### config.mk
export PLATFORM = sky130hd
export DESIGN_NAME = dtmf_pair_classifier
export DESIGN_NICKNAME = d
export VERILOG_FILES = /design/src/rtl/dtmf_cls_pkg.sv /design/src/rtl/dtmf_period_meter.sv /design/src/rtl/dtmf_period_avg.sv /design/src/rtl/dtmf_window_match.sv /design/src/rtl/dtmf_tone_group.sv /design/src/rtl/dtmf_pair_classifier.sv
export SDC_FILE = /design/constraint.sdc
export NUM_CORES = 1
export LEC_CHECK = 0
export ABC_CLOCK_PERIOD_IN_PS = 6200
export BUFFER_PORTS_ARGS = -buffer_cell sky130_fd_sc_hd__buf_4
export CORE_MARGIN = 5
export CORE_UTILIZATION = 45
export CTS_CLUSTER_SIZE = 8
export DETAILED_ROUTE_END_ITERATION = 7
export PLACE_DENSITY_LB_ADDON = 0.05
export SLEW_MARGIN = 10
export SYNTH_ARGS = -nofsm -noshare
export SYNTH_HDL_FRONTEND = slang
export SYNTH_SLANG_ARGS = --single-unit
### constraint.sdc
create_clock -name clk -period 6.2 [get_ports clk]
set_clock_uncertainty 0.2 [all_clocks]
set_input_delay 0.31 -clock clk [delete_from_list [all_inputs] [get_ports clk]]
set_output_delay 0.31 -clock clk [all_outputs]
set_load 0.02 [all_outputs]
### src/rtl/dtmf_cls_pkg.sv
package dtmf_cls_pkg;

  localparam int GRP_N = 4;
  localparam int IDX_W = 2;

  function automatic longint nom_hz(input bit hi, input int k);
    longint f;
    if (hi) begin
      case (k)
        0: f = 1209;
        1: f = 1336;
        2: f = 1477;
        default: f = 1633;
      endcase
    end else begin
      case (k)
        0: f = 697;
        1: f = 770;
        2: f = 852;
        default: f = 941;
      endcase
    end
    return f;
  endfunction

  // Smallest accepted sum of n periods (tone at upper frequency edge)
  function automatic longint win_lo(input longint clk_hz, input longint f,
                                    input longint tol_pm, input longint n);
    longint num;
    longint den;
    num = n * clk_hz * 1000;
    den = f * (1000 + tol_pm);
    return (num + den - 1) / den;
  endfunction

  // Largest accepted sum of n periods (tone at lower frequency edge)
  function automatic longint win_hi(input longint clk_hz, input longint f,
                                    input longint tol_pm, input longint n);
    return (n * clk_hz * 1000) / (f * (1000 - tol_pm));
  endfunction

  // Saturation limit of one period counter: slowest tone plus 1/8 margin
  function automatic longint ovf_cycles(input longint clk_hz, input bit hi,
                                        input longint tol_pm, input longint n);
    return ((win_hi(clk_hz, nom_hz(hi, 0), tol_pm, n) / n) * 9) / 8;
  endfunction

endpackage

### src/rtl/dtmf_period_meter.sv
module dtmf_period_meter #(
  parameter int PER_W   = 13,
  parameter int OVF_LIM = 5925
) (
  input  logic             clk,
  input  logic             rst,
  input  logic             wave_i,
  output logic [PER_W-1:0] per_o,
  output logic             per_vld_o,
  output logic             ovf_o
);

  localparam logic [PER_W-1:0] LIM = PER_W'(OVF_LIM);

  logic             wave_q;
  logic             primed;
  logic [PER_W-1:0] cnt;
  logic             rise;

  assign rise = wave_i & ~wave_q;

  always_ff @(posedge clk) begin
    if (rst) begin
      wave_q    <= 1'b0;
      primed    <= 1'b0;
      cnt       <= '0;
      per_o     <= '0;
      per_vld_o <= 1'b0;
      ovf_o     <= 1'b0;
    end else begin
      wave_q    <= wave_i;
      per_vld_o <= 1'b0;
      ovf_o     <= 1'b0;
      if (rise) begin
        // a period is only complete if an earlier edge opened it
        per_o     <= cnt;
        per_vld_o <= primed;
        primed    <= 1'b1;
        cnt       <= PER_W'(1);
      end else if (cnt >= LIM) begin
        ovf_o  <= 1'b1;
        primed <= 1'b0;
      end else begin
        cnt <= cnt + 1'b1;
      end
    end
  end

endmodule

### src/rtl/dtmf_period_avg.sv
module dtmf_period_avg #(
  parameter int PER_W = 13,
  parameter int AVG_N = 4,
  localparam int SUM_W  = PER_W + $clog2(AVG_N),
  localparam int FILL_W = $clog2(AVG_N + 1)
) (
  input  logic             clk,
  input  logic             rst,
  input  logic [PER_W-1:0] per_i,
  input  logic             per_vld_i,
  input  logic             clr_i,
  output logic [SUM_W-1:0] sum_o,
  output logic             full_o
);

  localparam logic [FILL_W-1:0] FULL_CNT = FILL_W'(AVG_N);

  logic [PER_W-1:0]  hist [AVG_N];
  logic [FILL_W-1:0] fill;

  always_ff @(posedge clk) begin
    if (rst || clr_i) begin
      for (int k = 0; k < AVG_N; k++) hist[k] <= '0;
      sum_o <= '0;
      fill  <= '0;
    end else if (per_vld_i) begin
      hist[0] <= per_i;
      for (int k = 1; k < AVG_N; k++) hist[k] <= hist[k-1];
      sum_o <= sum_o + SUM_W'(per_i) - SUM_W'(hist[AVG_N-1]);
      if (fill != FULL_CNT) fill <= fill + 1'b1;
    end
  end

  assign full_o = (fill == FULL_CNT);

endmodule

### src/rtl/dtmf_window_match.sv
module dtmf_window_match
  import dtmf_cls_pkg::*;
#(
  parameter int CLK_HZ = 3579545,
  parameter bit HI     = 1'b0,
  parameter int TOL_PM = 25,
  parameter int AVG_N  = 4,
  parameter int SUM_W  = 15
) (
  input  logic             clk,
  input  logic             rst,
  input  logic [SUM_W-1:0] sum_i,
  input  logic             full_i,
  output logic             valid_o,
  output logic [IDX_W-1:0] idx_o
);

  logic [GRP_N-1:0] in_win;
  logic             hit;
  logic [IDX_W-1:0] idx;

  for (genvar k = 0; k < GRP_N; k++) begin : g_win
    localparam logic [SUM_W-1:0] W_LO =
      SUM_W'(win_lo(CLK_HZ, nom_hz(HI, k), TOL_PM, AVG_N));
    localparam logic [SUM_W-1:0] W_HI =
      SUM_W'(win_hi(CLK_HZ, nom_hz(HI, k), TOL_PM, AVG_N));
    assign in_win[k] = (sum_i >= W_LO) && (sum_i <= W_HI);
  end

  always_comb begin
    hit = 1'b0;
    idx = '0;
    for (int k = 0; k < GRP_N; k++) begin
      if (in_win[k] && !hit) begin
        hit = 1'b1;
        idx = k[IDX_W-1:0];
      end
    end
  end

  always_ff @(posedge clk) begin
    if (rst) begin
      valid_o <= 1'b0;
      idx_o   <= '0;
    end else begin
      valid_o <= full_i && hit;
      idx_o   <= (full_i && hit) ? idx : '0;
    end
  end

endmodule

### src/rtl/dtmf_tone_group.sv
module dtmf_tone_group
  import dtmf_cls_pkg::*;
#(
  parameter int CLK_HZ = 3579545,
  parameter bit HI     = 1'b0,
  parameter int TOL_PM = 25,
  parameter int AVG_N  = 4
) (
  input  logic             clk,
  input  logic             rst,
  input  logic             wave_i,
  output logic             valid_o,
  output logic [IDX_W-1:0] idx_o
);

  localparam int OVF   = int'(ovf_cycles(CLK_HZ, HI, TOL_PM, AVG_N));
  localparam int PER_W = $clog2(OVF + 1);
  localparam int SUM_W = PER_W + $clog2(AVG_N);

  logic [PER_W-1:0] per;
  logic             per_vld;
  logic             ovf;
  logic [SUM_W-1:0] sum;
  logic             full;

  dtmf_period_meter #(.PER_W(PER_W), .OVF_LIM(OVF)) u_meter (
    .clk(clk), .rst(rst), .wave_i(wave_i),
    .per_o(per), .per_vld_o(per_vld), .ovf_o(ovf)
  );

  dtmf_period_avg #(.PER_W(PER_W), .AVG_N(AVG_N)) u_avg (
    .clk(clk), .rst(rst), .per_i(per), .per_vld_i(per_vld), .clr_i(ovf),
    .sum_o(sum), .full_o(full)
  );

  dtmf_window_match #(
    .CLK_HZ(CLK_HZ), .HI(HI), .TOL_PM(TOL_PM), .AVG_N(AVG_N), .SUM_W(SUM_W)
  ) u_match (
    .clk(clk), .rst(rst), .sum_i(sum), .full_i(full),
    .valid_o(valid_o), .idx_o(idx_o)
  );

endmodule

### src/rtl/dtmf_pair_classifier.sv
module dtmf_pair_classifier
  import dtmf_cls_pkg::*;
#(
  parameter int CLK_HZ = 3579545,
  parameter int TOL_PM = 25,
  parameter int AVG_N  = 4
) (
  input  logic       clk,
  input  logic       rst,
  input  logic       lo_wave,
  input  logic       hi_wave,
  output logic       row_valid,
  output logic       col_valid,
  output logic       pair_present,
  output logic [1:0] row_idx,
  output logic [1:0] col_idx
);

  logic [1:0]       waves;
  logic [1:0]       grp_vld;
  logic [IDX_W-1:0] grp_idx [2];

  assign waves = {hi_wave, lo_wave};

  // band 0 = low group (rows), band 1 = high group (columns)
  for (genvar g = 0; g < 2; g++) begin : g_band
    dtmf_tone_group #(
      .CLK_HZ(CLK_HZ), .HI(g == 1), .TOL_PM(TOL_PM), .AVG_N(AVG_N)
    ) u_band (
      .clk(clk), .rst(rst), .wave_i(waves[g]),
      .valid_o(grp_vld[g]), .idx_o(grp_idx[g])
    );
  end

  assign row_valid    = grp_vld[0];
  assign col_valid    = grp_vld[1];
  assign row_idx      = grp_idx[0];
  assign col_idx      = grp_idx[1];
  assign pair_present = grp_vld[0] & grp_vld[1];

endmodule

Yosys cells after proc, flatten, opt, wreduce, memory -nomap -nowiden. Memory sizes are Yosys's and may differ from the RTL's. Index checks and enable logic that the tools add are counted.

Register bits: 99. Bits in writable memories: 100. Input bits: 4. Output and inout bits: 7. Logic and storage cells: 149. Memories kept: 2.

$add $sub $neg: 8. Magnitude comparators: 18. Equal/unequal tests: 6. Muxes and demuxes: 42. Bitwise operators: 17. Reduce and logical (&&, ||, !) cells: 34.

Memory list: g_band[0].u_band.u_avg.hist (words 4, width 13, rd ports 4, clocked after memory_dff 0, wr ports 4, line dtmf_period_avg.sv:18) `logic [PER_W-1:0] hist [AVG_N];`; g_band[1].u_band.u_avg.hist (words 4, width 12, rd ports 4, clocked after memory_dff 0, wr ports 4, line dtmf_period_avg.sv:18).

Operators by type and width (number): $ge A14 B14 Y1 const B (4); $le A14 B14 Y1 const B (4); $mux W13 (4); $mux W12 (4); $ge A15 B15 Y1 const B (3); $le A15 B15 Y1 const B (3); $mux W1 (30); $logic_and A1 B1 Y1 (16); $add A15 B13 Y15 (1); $ge A15 B14 Y1 const B (1); $le A15 B14 Y1 const B (1); $sub A15 B13 Y15 (1); $add A14 B12 Y14 (1); $sub A14 B12 Y14 (1); $add A13 B1 Y13 const B (1); $ge A13 B13 Y1 const B (1); $add A12 B1 Y12 const B (1); $ge A12 B12 Y1 const B (1); $reduce_or A2 Y1 (6); $mux W2 (4); $or A1 B1 Y1 (8); $add A3 B1 Y3 const B (2); $eq A3 B3 Y1 const B (2); $logic_not A1 Y1 (6); 7 further kinds (19).

Longest topological paths before layout. Gate-level depths: netlist (run 1).

Depth after elaboration: 15. Gate-level depth with buffers: 13. Mapped depth without buffers: 13.

By module. From an unflattened synthesis (run 1), not the netlist that was laid out.

Cells, all modules: 1031. Area, all modules: 10324.9 um2.

By module, submodules not included: dtmf_period_avg at g_band[0].u_band.u_avg (times used 1, cells an instance 333, area each 3646.0 um2, seq. area each 1921.8 um2); dtmf_period_avg at g_band[1].u_band.u_avg (times used 1, cells an instance 316, area each 3393.3 um2, seq. area each 1781.7 um2); dtmf_period_meter at g_band[0].u_band.u_meter (times used 1, cells an instance 150, area each 1258.7 um2, seq. area each 600.6 um2); dtmf_period_meter at g_band[1].u_band.u_meter (times used 1, cells an instance 122, area each 1206.2 um2, seq. area each 560.5 um2); dtmf_window_match at g_band[0].u_band.u_match (times used 1, cells an instance 57, area each 417.9 um2, seq. area each 60.1 um2); dtmf_window_match at g_band[1].u_band.u_match (times used 1, cells an instance 52, area each 396.6 um2, seq. area each 60.1 um2); dtmf_pair_classifier (times used 1, cells an instance 1, area each 6.3 um2, seq. area each 0.0 um2).

Worst setup path after synthesis (run 1). Ideal clock, no wire load.

Path kind: register to register. From: register g_band[0].u_band.u_avg.sum_o[1]. To: register g_band[0].u_band.u_avg.sum_o[14]. Library setup time: 0.178 ns. Arrival time: 2.625 ns. Data required time: 5.822 ns. Setup slack: 3.197 ns. Cell stages (with the launch flop): 12. Buffers on the path: 1. Clock period less this slack: 3.003 ns. Path through: dfxtp_1 buf_2 inv_1 fa_1 fa_1 nand2b_1 a21oi_1 nor3_1 o31ai_1 a311oi_1 xor2_1 o22ai_1.

Cells in the longest elaborated chain, start to end: 2.

RTL lines: start: declaration (line dtmf_period_avg.sv:12) `output logic [SUM_W-1:0] sum_o,`; start signal: assignment (line dtmf_period_avg.sv:29) `sum_o <= sum_o + SUM_W'(per_i) - SUM_W'(hist[AVG_N-1]);`; $add A15 B13 Y15 (line dtmf_period_avg.sv:29); $sub A15 B13 Y15 (line dtmf_period_avg.sv:29).

No other way between the ends. A chain may end at the register's enable or synchronous reset.

Worst setup path in the final report (run 1). Same ends and word-level chain as after synthesis.

==> results of run 1 <==
tightest hold or removal path: stages (launching register included):
cell and delay [ns]:
dfxtp_1 0.32, nand2_1 0.05, o21bai_1 0.05
layer usage:
| layer | vias up | track usage |
|---|---|---|
| met4 | 0 | 0.0375 |
| met3 | 22 | 0.0315 |
| li1 | 3603 | - |
| met5 | - | 0 |
| met1 | 3277 | 0.257 |
| met2 | 149 | 0.223 |
where the power goes:
part / total, mW / switching (mW) / internal, mW
clock network: 1.20 / 0.546 / 0.651
logic: 0.258 / 0.162 / 0.0958
registers: 1.45 / 0.0290 / 1.43
final cells by class:
class,instances,share of cell area
clock buffer,19,0.0409
clock inverter,13,0.0179
inverter,119,0.0402
multi-input combinational,666,0.406
sequential,199,0.449
tap,285,0.0321
timing repair buffer,20,0.0144
worst paths after layout:
check | depth (start not counted) | endpoint | from | slack (ns)
worst max-delay path | 10 | g_band[0].u_band.u_avg.sum_o[14] | g_band[0].u_band.u_avg.sum_o[1] | 2.92
worst min-delay path | 2 | g_band[1].u_band.u_meter.primed | g_band[1].u_band.u_meter.primed | 0.26
worst max register to register | 10 | g_band[0].u_band.u_avg.sum_o[14] | g_band[0].u_band.u_avg.sum_o[1] | 2.92
worst min register to register | 2 | g_band[1].u_band.u_meter.primed | g_band[1].u_band.u_meter.primed | 0.26
cells by family (layout without fill, tap and decap cells):
family | count (synthesis) | count (layout)
and+or+nand+nor | 364 | 364
muxes | 10 | 10
xor gates and xnor gates | 37 | 37
buffers and inverters | 168 | 171
DFF | 199 | 199
adders and majority gates | 66 | 66
AOI/OAI and AO/OA | 189 | 189
repair_timing:
item | 4_1_cts | 5_1_grt
resized for setup | 0 | 0
hold buffers | 4 | 0
endpoints found under the hold margin | 4 | 0
sequential cells by signal (all words and copies together) (netlist names), 4 cells and up:
register,cells
g_band.u_band.u_avg.hist,100
g_band.u_band.u_avg.sum_o,29
g_band.u_band.u_match.idx_o,4
g_band.u_band.u_meter.per_o,25
g_band.u_band.u_meter.cnt,25
g_band.u_band.u_avg.fill,6
synth_stat cells (3+ instances only):
library cell / instances / area [um2]
mux2i_1: 9 / 90.1
a311oi_1: 3 / 26.3
nand3_1: 27 / 135
o2111ai_1: 3 / 26.3
nand4_1: 16 / 100
a21o_1: 11 / 82.6
inv_1: 117 / 439
xnor2_1: 23 / 201
xor2_1: 14 / 123
a211oi_1: 5 / 37.5
a31o_2: 3 / 26.3
dfxtp_1: 99 / 1980
clkbuf_1: 42 / 158
o31ai_1: 4 / 30.0
nand2_1: 60 / 225
a31oi_1: 13 / 81.3
o21ai_0: 52 / 260
o22ai_1: 7 / 43.8
nor2_1: 99 / 372
nor4_1: 8 / 50.1
o21a_1: 4 / 30.0
or4_1: 4 / 30.0
or2_2: 3 / 18.8
a21oi_1: 52 / 260
edfxtp_1: 100 / 3000
nand2b_1: 5 / 31.3
nor2b_1: 8 / 50.1
nor3b_1: 3 / 22.5
fa_1: 25 / 500
ha_1: 41 / 513
and2_1: 3 / 18.8
o211ai_1: 4 / 30.0
and3_1: 88 / 551
nor3_1: 22 / 110
==> metrics.md, run 1 <==
| Metric | Value |
|---|---|
| Ys flop type | `edfxtp_1` |
| Cell Chain, Critical Path | `inv_1 -> fa_1 -> fa_1 -> nand2b_1 -> a21oi_1 -> nor3_1 -> o31ai_1 -> a311oi_1 -> xor2_1 -> o22ai_1` |
| Complex-gate fraction of the synthesized area | `0.118` |
| PnR worst setup slack | `2.92 ns` |
| CP dominant cell by count | `fa_1` |
| Pin count of the biggest net entering global routing | `60` |
| Yosys cell types | `73` |
| Worst-case vdd ir drop | `169 uV` |
| HPWL Detailed | `14000 um` |
| Die width | `160 um` |
| Crit Path Class | `reg -> reg` |
| Delay-heaviest family, CP | `adder cells` |
| Non-Filler Instances | `1321` |
| Sequential area share after synthesis | `0.492` |
| Final-report max-slew violation count | `0` |
| Area occupied by multi-input gates | `4510 um2` |
| Pleak | `4.50 nW` |
| Status | `completed` |
| Min-delay worst type | `reg -> reg` |
| Dpl cells | `1285` |
| Worst-path clk slew | `0.08 ns` |
| Clk_lat worst skew | `0.43 ns` |
| Synth Cell Area | `10100 um2` |
| Synth Area per Inst | `9.81 um2` |
| Number of global-route vias before repair | `6473` |
| Root buf cell | `clkbuf_16` |
| Initial drt markers | `438` |
| Final Hold Viols | `0` |
| Initial antenna violation count | `0` |
| Setup crit start kind | `register` |
| Post-synthesis simple-gate area fraction | `0.184` |
| Ports | `11` |
| # diodes | `0` |
| DR vias | `7051` |
| Slew @ Worst Pin | `1.05 ns` |
| Gr ovfl total | `0` |
| Placed Area | `10400 um2` |
| Max Used Layer | `met4` |
| Pwr dens | `262 nW/um2` |
| DP Worst Slack | `2.89 ns` |
| CTS Buf Count | `17` |
| Mapped Nets | `1103` |
| Max Freq | `305 MHz` |
| Relative slew slack | `0.300` |
| Most frequent cells in the layout | `inv_1, edfxtp_1, dfxtp_1` |
| RD Place Congestion | `0.848` |
| Worst Path Buf+Inv | `1` |
| Max-cap check violation count | `0` |
| Layout cells sized above 1 | `0.0647` |
| First-pass detailed-route iteration total | `5` |
| Crit-path max FO | `9` |
| Core area | `22400 um2` |
| First-pass GRT wire length | `33700 um` |
| Worst Path Arrival | `3.38 ns` |
| CP Capture Type | `register` |
| Fin crit share | `0.529` |
| Ys async rst share | `0` |
| Post-Synthesis Cells | `1033` |
| GRT Total Usage | `0.161` |
| Drt wl/cell | `15.4 um` |
| Layout area overhead | `9.59%` |
| Clock buffer depth | `2` |
| Die area | `25600 um2` |
| Die Height | `160 um` |
| RSZ-0062 raised after global routing | `false` |
| Clk sink count | `199` |
| Setup TNS | `0 ns` |
| Finished Cell Area | `11100 um2` |
| Core Util, Final | `0.495` |
| Minimum clock period | `3.28 ns` |
| Routed wire length | `20300 um` |
| Setup violations, final | `0` |
| Depth of the CTS H-tree | `4` |
| Met3 Wirelength | `889 um` |
| Initial Util | `0.452` |
| Slowest-stage cell, CP | `fa_1` |
| CP required | `6.30 ns` |
| Std-Cell Rows | `55` |
| Postcts setup bufs | `0` |
| Synth warn | `0` |
| Antenna Nets Post-Route | `0` |
| DRC viols | `0` |
| Met2 routed WL | `8290 um` |
| Yosys reg bits | `199` |
| Most common cell after layout, fill and taps aside | `inv_1` |
| Register area | `4990 um2` |
| Port bufs | `10` |
| Post-Synth Adder-Cell Area | `0.100` |
| Met1 wire length | `10900 um` |
| Nets | `1093` |
| Biggest cell delay along the critical path | `0.54 ns` |
| Fill cells | `2089` |
| CTS tree | `built` |
| Minimum hold slack | `0.261 ns` |
| Number of flops mapped to enable cells by yosys | `100` |
| Multiplexer area fraction after synthesis | `0.0100` |
| Largest family of logic cells by synthesized area | `simple AND/OR/NAND/NOR gates` |
| Via density | `5.34` |
| Xor and xnor area share after synthesis | `0.0320` |
| Tot Pwr | `2.91 mW` |
No activity file was read; power rests on OpenSTA's default activity.
==> inputs of run 2 (changes only) <==
--- a/config.mk
+++ b/config.mk
@@ -5,7 +5,8 @@
 export SDC_FILE = /design/constraint.sdc
 export NUM_CORES = 1
 export LEC_CHECK = 0
-export ABC_CLOCK_PERIOD_IN_PS = 6200
+export ABC_AREA = 1
+export ABC_CLOCK_PERIOD_IN_PS = 2650
 export BUFFER_PORTS_ARGS = -buffer_cell sky130_fd_sc_hd__buf_4
 export CORE_MARGIN = 5
 export CORE_UTILIZATION = 45
==> constraint.sdc (replaced) <==
create_clock -name clk -period 2.65 [get_ports clk]
set_clock_uncertainty 0.2 [all_clocks]
set_input_delay 0.1325 -clock clk [delete_from_list [all_inputs] [get_ports clk]]
set_output_delay 0.1325 -clock clk [all_outputs]
set_load 0.02 [all_outputs]
==> run 2 against run 1 <==
  * Critical path depth up 2
  * Highest routed layer unchanged
  * Count of clock-buffer cells in the layout unchanged
  * Power increased by 140%
  * Area after synthesis grew 7.4%
  * Clock power is 130% higher
  * Flip-flop and latch count unchanged
==> metrics.md, run 2 <==
| Metric | Value |
|---|---|
| Status | `completed` |
| Number of global-route vias before repair | `7967 (+23%)` |
| Max-cap check violation count | `0 (unchanged)` |
| GRT Total Usage | `0.186 (+0.0252)` |
| First-pass GRT wire length | `40500 um (+20%)` |
| Routed wire length | `24500 um (+21%)` |
| Layout cells sized above 1 | `0.126 (+0.0612)` |
| Ys async rst share | `0 (unchanged)` |
| Delay-heaviest family, CP | `adder cells` |
| Yosys reg bits | `199 (unchanged)` |
| Yosys cell types | `41 (-44%)` |
| RD Place Congestion | `0.914 (+7.8%)` |
| Pleak | `5.36 nW (+19%)` |
| Max FFs per register | `100 (unchanged)` |
| CP required | `2.77 ns (-3.53 ns)` |
| Core area | `24100 um2 (+7.5%)` |
| Placed Area | `11700 um2 (+12%)` |
| Max Freq | `399 MHz (+31%)` |
| Tot Pwr | `6.99 mW (+140%)` |
| Final Hold Viols | `0 (unchanged)` |
| Crit Path Class | `reg -> reg` |
| RSZ-0062 raised after global routing | `true` |
| Sequential area share after synthesis | `0.458 (-0.0341)` |
| Initial drt markers | `521 (+19%)` |
| Setup violations, final | `0 (unchanged)` |
| Root buf cell | `clkbuf_16` |
| Slowest-stage cell, CP | `fa_1` |
| Final-report max-slew violation count | `0 (unchanged)` |
| Min-delay worst type | `reg -> reg` |
| CP Capture Type | `register` |
| Clk sink count | `199 (unchanged)` |
| Cell Chain, Critical Path | `fa_1 -> fa_2 -> inv_2 -> nand3_1 -> nand2_1 -> inv_2 -> o21ai_4 -> nand3_1 -> nand2_1 -> nand2_1 -> nand2_1 -> o21ai_0` |
| Share of Yosys cell area claimed by the top area cell type | `0.276 (-0.0205)` |
| Worst-path clk slew | `0.08 ns (about the same)` |
| CTS tree | `built` |
| Biggest cell delay along the critical path | `0.55 ns (about the same)` |
| Minimum clock period | `2.50 ns (-0.776 ns)` |
| Drt wl/cell | `13.8 um (-10%)` |
| Depth of the CTS H-tree | `4 (unchanged)` |
| Synth Cell Area | `10900 um2 (+7.4%)` |
| Synth warn | `0 (unchanged)` |
| Ys flop type | `edfxtp_1` |
| Largest reg by FF count | `g_band.u_band.u_avg.hist` |
| Top-count cell post-synth | `inv_1` |
| Layout area overhead | `15.8%` |
| Synth top area cells | `edfxtp_1, dfxtp_1, inv_1, nand2_1, nor2_1` |
| Mapped Nets | `1440 (+31%)` |
| Die width | `166 um (+3.4%)` |
| Dpl cells | `1738 (+35%)` |
| Finished Cell Area | `12600 um2 (+13%)` |
| Worst Path Arrival | `2.63 ns (-0.75 ns)` |
| Slew @ Worst Pin | `0.734 ns (-0.316 ns)` |
| # diodes | `0 (unchanged)` |
| Port bufs | `10 (unchanged)` |
| Setup crit start kind | `register` |
| CP dominant cell by count | `nand2_1` |
| Die Height | `166 um (+3.4%)` |
| Clk_lat worst skew | `0.43 ns (about the same)` |
| Pin count of the biggest net entering global routing | `52 (-13%)` |
| Fin crit share | `0.945 (+0.416)` |
| Regs by FF count | `g_band.u_band.u_avg.hist: 100 flops, g_band.u_band.u_avg.sum_o: 29 flops` |
| DP Worst Slack | `0.00499 ns (-2.89 ns)` |
| DRC viols | `0 (unchanged)` |
| PnR worst setup slack | `0.146 ns (-2.77 ns)` |
| First-pass detailed-route iteration total | `5 (unchanged)` |
| Initial Util | `0.452 (about the same)` |
| Die area | `27400 um2 (+7.0%)` |
| Antenna Nets Post-Route | `0 (unchanged)` |
| Crit-path max FO | `4 (-5)` |
| HPWL Detailed | `18300 um (+31%)` |
| CTS Buf Count | `17 (unchanged)` |
| DR vias | `8537 (+21%)` |
| Most common cell after layout, fill and taps aside | `inv_1` |
| Worst Path Buf+Inv | `2 (+1)` |
| Worst-case vdd ir drop | `411 uV (+140%)` |
| Top post-synthesis cells by count | `inv_1, nand2_1, nor2_1` |
| Nets | `1511 (+38%)` |
| Ports | `11 (unchanged)` |
| Number of flops mapped to enable cells by yosys | `100 (unchanged)` |
| Std-Cell Rows | `57 (+3.6%)` |
| Post-Synthesis Cells | `1370 (+33%)` |
| Gr ovfl total | `0 (unchanged)` |
| Non-Filler Instances | `1778 (+35%)` |
| Initial antenna violation count | `0 (unchanged)` |
| Clock buffer depth | `2 (unchanged)` |
| Most frequent cells in the layout | `inv_1, nand2_1, nor2_1` |
| Via density | `4.80 (-10%)` |
| Relative slew slack | `0.510 (+0.210)` |
| Pwr dens | `554 nW/um2 (+110%)` |
| Synth Area per Inst | `7.95 um2 (-19%)` |
| Cell taking the most area after synthesis | `edfxtp_1` |
[run 2: cell count changes in the layout (fill, tap and decap cells not counted), sizes merged, moves of 11 or more]
cell / before / now
nand2: 60 / 241
inv: 125 / 278
nor2: 99 / 235
and3: 90 / 1
buf: 16 / 73
nand3: 27 / 80
o22ai: 7 / 44
xnor2: 23 / 0
nor3: 22 / 39
a31oi: 13 / 2
[run 2: logic make-up after synthesis]
| group | Yosys count | synth area share |
|---|---|---|
| fa+ha+maj | 66 | 0.0930 |
| compound gates | 176 | 0.0921 |
| xor+xnor | 19 | 0.0153 |
| buf+inv | 300 | 0.107 |
| simple gates | 610 | 0.235 |
| flops | 199 | 0.458 |
[run 2: metal layers]
layer	track usage	part of all wire	vias to the layer above
li1	-	-	4512
met1	0.284	0.52	3911
met2	0.280	0.44	95
met3	0.0261	0.025	19
met4	0.0424	0.013	0
met5	0	0	-
[run 2: timing repair]
action	in CTS	in global routing
hold endpoints to repair	20	0
setup buffers	0	3
hold buffers	5	0
pin swaps	0	15
endpoints found under the setup margin	1	16
resized for setup	1	45
[run 2: worst register-to-register path: cells and delay by family, from the launching register on]
kind	cells	cell delay, ns
fa+ha+maj	2	0.97
simple gates	6	0.45
flops	1	0.43
compound gates	2	0.24
buf+inv	2	0.12
[run 2: power breakdown]
part	internal [mW]	switching (mW)	leakage (nW)
logic	0.304	0.533	3.20
clock network	1.48	1.28	0.318
registers	3.34	0.0512	1.85
[run 2: worst paths after layout]
path / start / to / slack (ns) / depth (start not counted)
max: g_band[0].u_band.u_avg.hist[3][1] / g_band[0].u_band.u_avg.sum_o[14] / 0.15 / 12
min: g_band[1].u_band.u_meter.primed / g_band[1].u_band.u_meter.per_vld_o / 0.24 / 2
max reg2reg: g_band[0].u_band.u_avg.hist[3][1] / g_band[0].u_band.u_avg.sum_o[14] / 0.15 / 12
min reg2reg: g_band[1].u_band.u_meter.primed / g_band[1].u_band.u_meter.per_vld_o / 0.24 / 2
[run 2: stage by stage]
step                      hold slack (ns)  utilization  setup TNS, ns
final                               0.244        0.523              0
after global routing                0.257        0.523        -0.0465
after CTS                           0.243        0.515              0
after detailed placement            0.154        0.486              0
after global placement              0.146        0.486              0
after floorplan                    0.0574            -              0
[run 2: area by class of cell]
cell class | instances | area, um2
inverters | 274 | 1030
multi-input cells | 871 | 4910
flip-flops and latches | 199 | 4990
fillers | 2373 | 11500
clock inverters | 13 | 171
clock buffers | 19 | 475
repair buffers | 78 | 623
well taps | 324 | 405
==> inputs of run 3 (changes only) <==
--- a/config.mk
+++ b/config.mk
@@ -13,6 +13,7 @@
 export CTS_CLUSTER_SIZE = 8
 export DETAILED_ROUTE_END_ITERATION = 7
 export PLACE_DENSITY_LB_ADDON = 0.05
+export RECOVER_POWER = 100
 export SLEW_MARGIN = 10
 export SYNTH_ARGS = -nofsm -noshare
 export SYNTH_HDL_FRONTEND = slang
==> run 3 against run 2 <==
  * Via count is essentially flat
  * Power about the same
  * Setup slack worse by 0.015 ns
  * Hold slack better by 0.00070 ns
  * Critical endpoint is now g_band[1].u_band.u_avg.hist[3][2]
  * Critical path depth shrank 4
  * Flip-flop and latch count is the same
  * Cell area is 0.64% lower
  * Largest cell class unchanged
==> metrics.md, run 3 (synthesized netlist as in run 2, its figures left out) <==
| Metric | Value |
|---|---|
| Status | `completed` |
| First-pass detailed-route iteration total | `5 (unchanged)` |
| First-pass GRT wire length | `40500 um (unchanged)` |
| Antenna Nets Post-Route | `0 (unchanged)` |
| Fill cells | `2384 (+0.46%)` |
| Relative slew slack | `0.522 (+0.0122)` |
| Worst Path Arrival | `2.49 ns (-0.14 ns)` |
| HPWL Detailed | `18300 um (unchanged)` |
| # diodes | `0 (unchanged)` |
| Combinational Power Share | `0.119 (about the same)` |
| Crit Path Class | `in -> reg` |
| Routed wire length | `24600 um (about the same)` |
| Regs by FF count | `g_band.u_band.u_avg.hist: 100 flops, g_band.u_band.u_avg.sum_o: 29 flops` |
| Clk sink count | `199 (unchanged)` |
| Root buf cell | `clkbuf_16` |
| Initial antenna violation count | `0 (unchanged)` |
| RD Place Congestion | `0.914 (unchanged)` |
| Pleak | `5.31 nW (-0.93%)` |
| Worst-case vdd ir drop | `410 uV (-0.34%)` |
| Number of global-route vias before repair | `7967 (unchanged)` |
| Std-Cell Rows | `57 (unchanged)` |
| CTS tree | `built` |
| Most frequent cells in the layout | `inv_1, nand2_1, nor2_1` |
| Met3 Wirelength | `667 um (+9.3%)` |
| Final Hold Viols | `0 (unchanged)` |
| Slew @ Worst Pin | `0.716 ns (-0.0183 ns)` |
| Int Pwr | `5.12 mW (about the same)` |
| Die Height | `166 um (unchanged)` |
| Pin count of the biggest net entering global routing | `52 (unchanged)` |
| Layout area overhead | `15.0%` |
| Initial Util | `0.452 (unchanged)` |
| Drt wl/cell | `13.8 um (about the same)` |
| DRC viols | `0 (unchanged)` |
| Via density | `4.80 (about the same)` |
| Clock Power Share | `0.396 (about the same)` |
| Pwr dens | `558 nW/um2 (+0.64%)` |
| Setup TNS | `0 ns (unchanged)` |
| Gr ovfl total | `0 (unchanged)` |
| Layout cells sized above 1 | `0.111 (-0.0144)` |
| Clk_lat worst skew | `0.43 ns (about the same)` |
| Setup violations, final | `0 (unchanged)` |
| Setup crit start kind | `input pin` |
| Met1 wire length | `12800 um (-0.20%)` |
| Clock buffer depth | `2 (unchanged)` |
| Ports | `11 (unchanged)` |
| Port bufs | `10 (unchanged)` |
| Worst-path clk slew | `0.08 ns (about the same)` |
| Nets | `1511 (unchanged)` |
| Max-cap check violation count | `0 (unchanged)` |
| Minimum clock period | `2.52 ns (+0.0150 ns)` |
| Min-delay worst type | `reg -> reg` |
| CP required | `2.62 ns (-0.15 ns)` |
| Final-report max-slew violation count | `0 (unchanged)` |
| Sequential power share | `0.485 (about the same)` |
| Most common cell after layout, fill and taps aside | `inv_1` |
| Met2 routed WL | `10700 um (about the same)` |
| Die area | `27400 um2 (unchanged)` |
| Depth of the CTS H-tree | `4 (unchanged)` |
| Initial drt markers | `607 (+17%)` |
| Sw Ratio | `0.268 (+0.000605)` |
| CTS Buf Count | `17 (unchanged)` |
| Max Freq | `397 MHz (-0.59%)` |
| GRT Total Usage | `0.186 (unchanged)` |
| Die width | `166 um (unchanged)` |
| Minimum hold slack | `0.245 ns (+0.000695 ns)` |
| Largest reg by FF count | `g_band.u_band.u_avg.hist` |
| RSZ-0062 raised after global routing | `true` |
| Psw | `1.87 mW (+0.21%)` |
| CP Capture Type | `register` |
| Crit-path max FO | `34 (+30)` |
| Core area | `24100 um2 (unchanged)` |
| Max Used Layer | `met4` |
| DR vias | `8532 (-0.059%)` |
| Fin crit share | `0.950 (+0.00565)` |
| Max FFs per register | `100 (unchanged)` |
[run 3: changes by cell type in the layout (fill, tap and decap cells not counted), moves of 3 or more]
cell / change
buf_4: -11
clkbuf_1: +8
inv_2: -4
inv_1: +3
nand2_1: +3
nand2_2: -3
[run 3: critical path, stage by stage]
cell	delay [ns]
dlygate4sd3_1	0.52
clkbuf_1	0.54
nor2_1	0.16
inv_1	0.18
nor2_4	0.11
inv_2	0.33
buf_4	0.41
nor2_1	0.09
[run 3: cell type report]
class                      instances  area, um2  area share
sequential                       199       4990       0.398
multi-input combinational        871       4890       0.390
inverter                         274       1030      0.0821
timing repair buffer              78        571      0.0455
clock buffer                      19        475      0.0380
tap                              324        405      0.0324
clock inverter                    13        171      0.0137
[run 3: layer usage]
layer / vias up / GRT usage
met3: 17 / 0.0261
met1: 3911 / 0.284
met2: 97 / 0.280
li1: 4507 / -
met4: 0 / 0.0424
met5: - / 0
[run 3: final timing paths]
kind,startpoint,end,slack (ns),cells after the start
setup reg to reg,g_band[0].u_band.u_avg.sum_o[5],g_band[0].u_band.u_avg.sum_o[10],0.14,10
hold / removal,g_band[1].u_band.u_meter.primed,g_band[1].u_band.u_meter.per_vld_o,0.24,2
hold reg to reg,g_band[1].u_band.u_meter.primed,g_band[1].u_band.u_meter.per_vld_o,0.24,2
setup / recovery,rst,g_band[1].u_band.u_avg.hist[3][2],0.13,8
[run 3: per-stage QoR]
stage          area [um2]  setup slack (ns)  power [mW]  instances   util
3_3_place_gp        11700            0.0327        4.22       1738  0.486
6_report            12500             0.131        6.99       1778  0.520
4_1_cts             12400           0.00455        7.01       1775  0.515
3_5_place_dp        11700           0.00499        4.23       1738  0.486
5_1_grt             12500           -0.0362        7.33       1778  0.520
2_1_floorplan       10900             0.153        3.98       1370      -
[run 3: what timing repair did]
| item | in CTS | in global routing |
|---|---|---|
| resized for setup | 1 | 45 |
| buffers inserted | 0 | 3 |
| hold buffers | 5 | 0 |
| hold endpoints to repair | 20 | 0 |
| setup endpoints to repair | 1 | 16 |
| pin swaps | 0 | 15 |
[run 3: power groups by stage]
stage          registers, mW  logic, mW  clock network [mW]
2_1_floorplan           3.46      0.519                   0
3_3_place_gp            3.46      0.764                   0
3_5_place_dp            3.46      0.765                   0
4_1_cts                 3.39      0.778                2.84
5_1_grt                 3.40      0.942                2.98
6_report                3.39      0.830                2.77
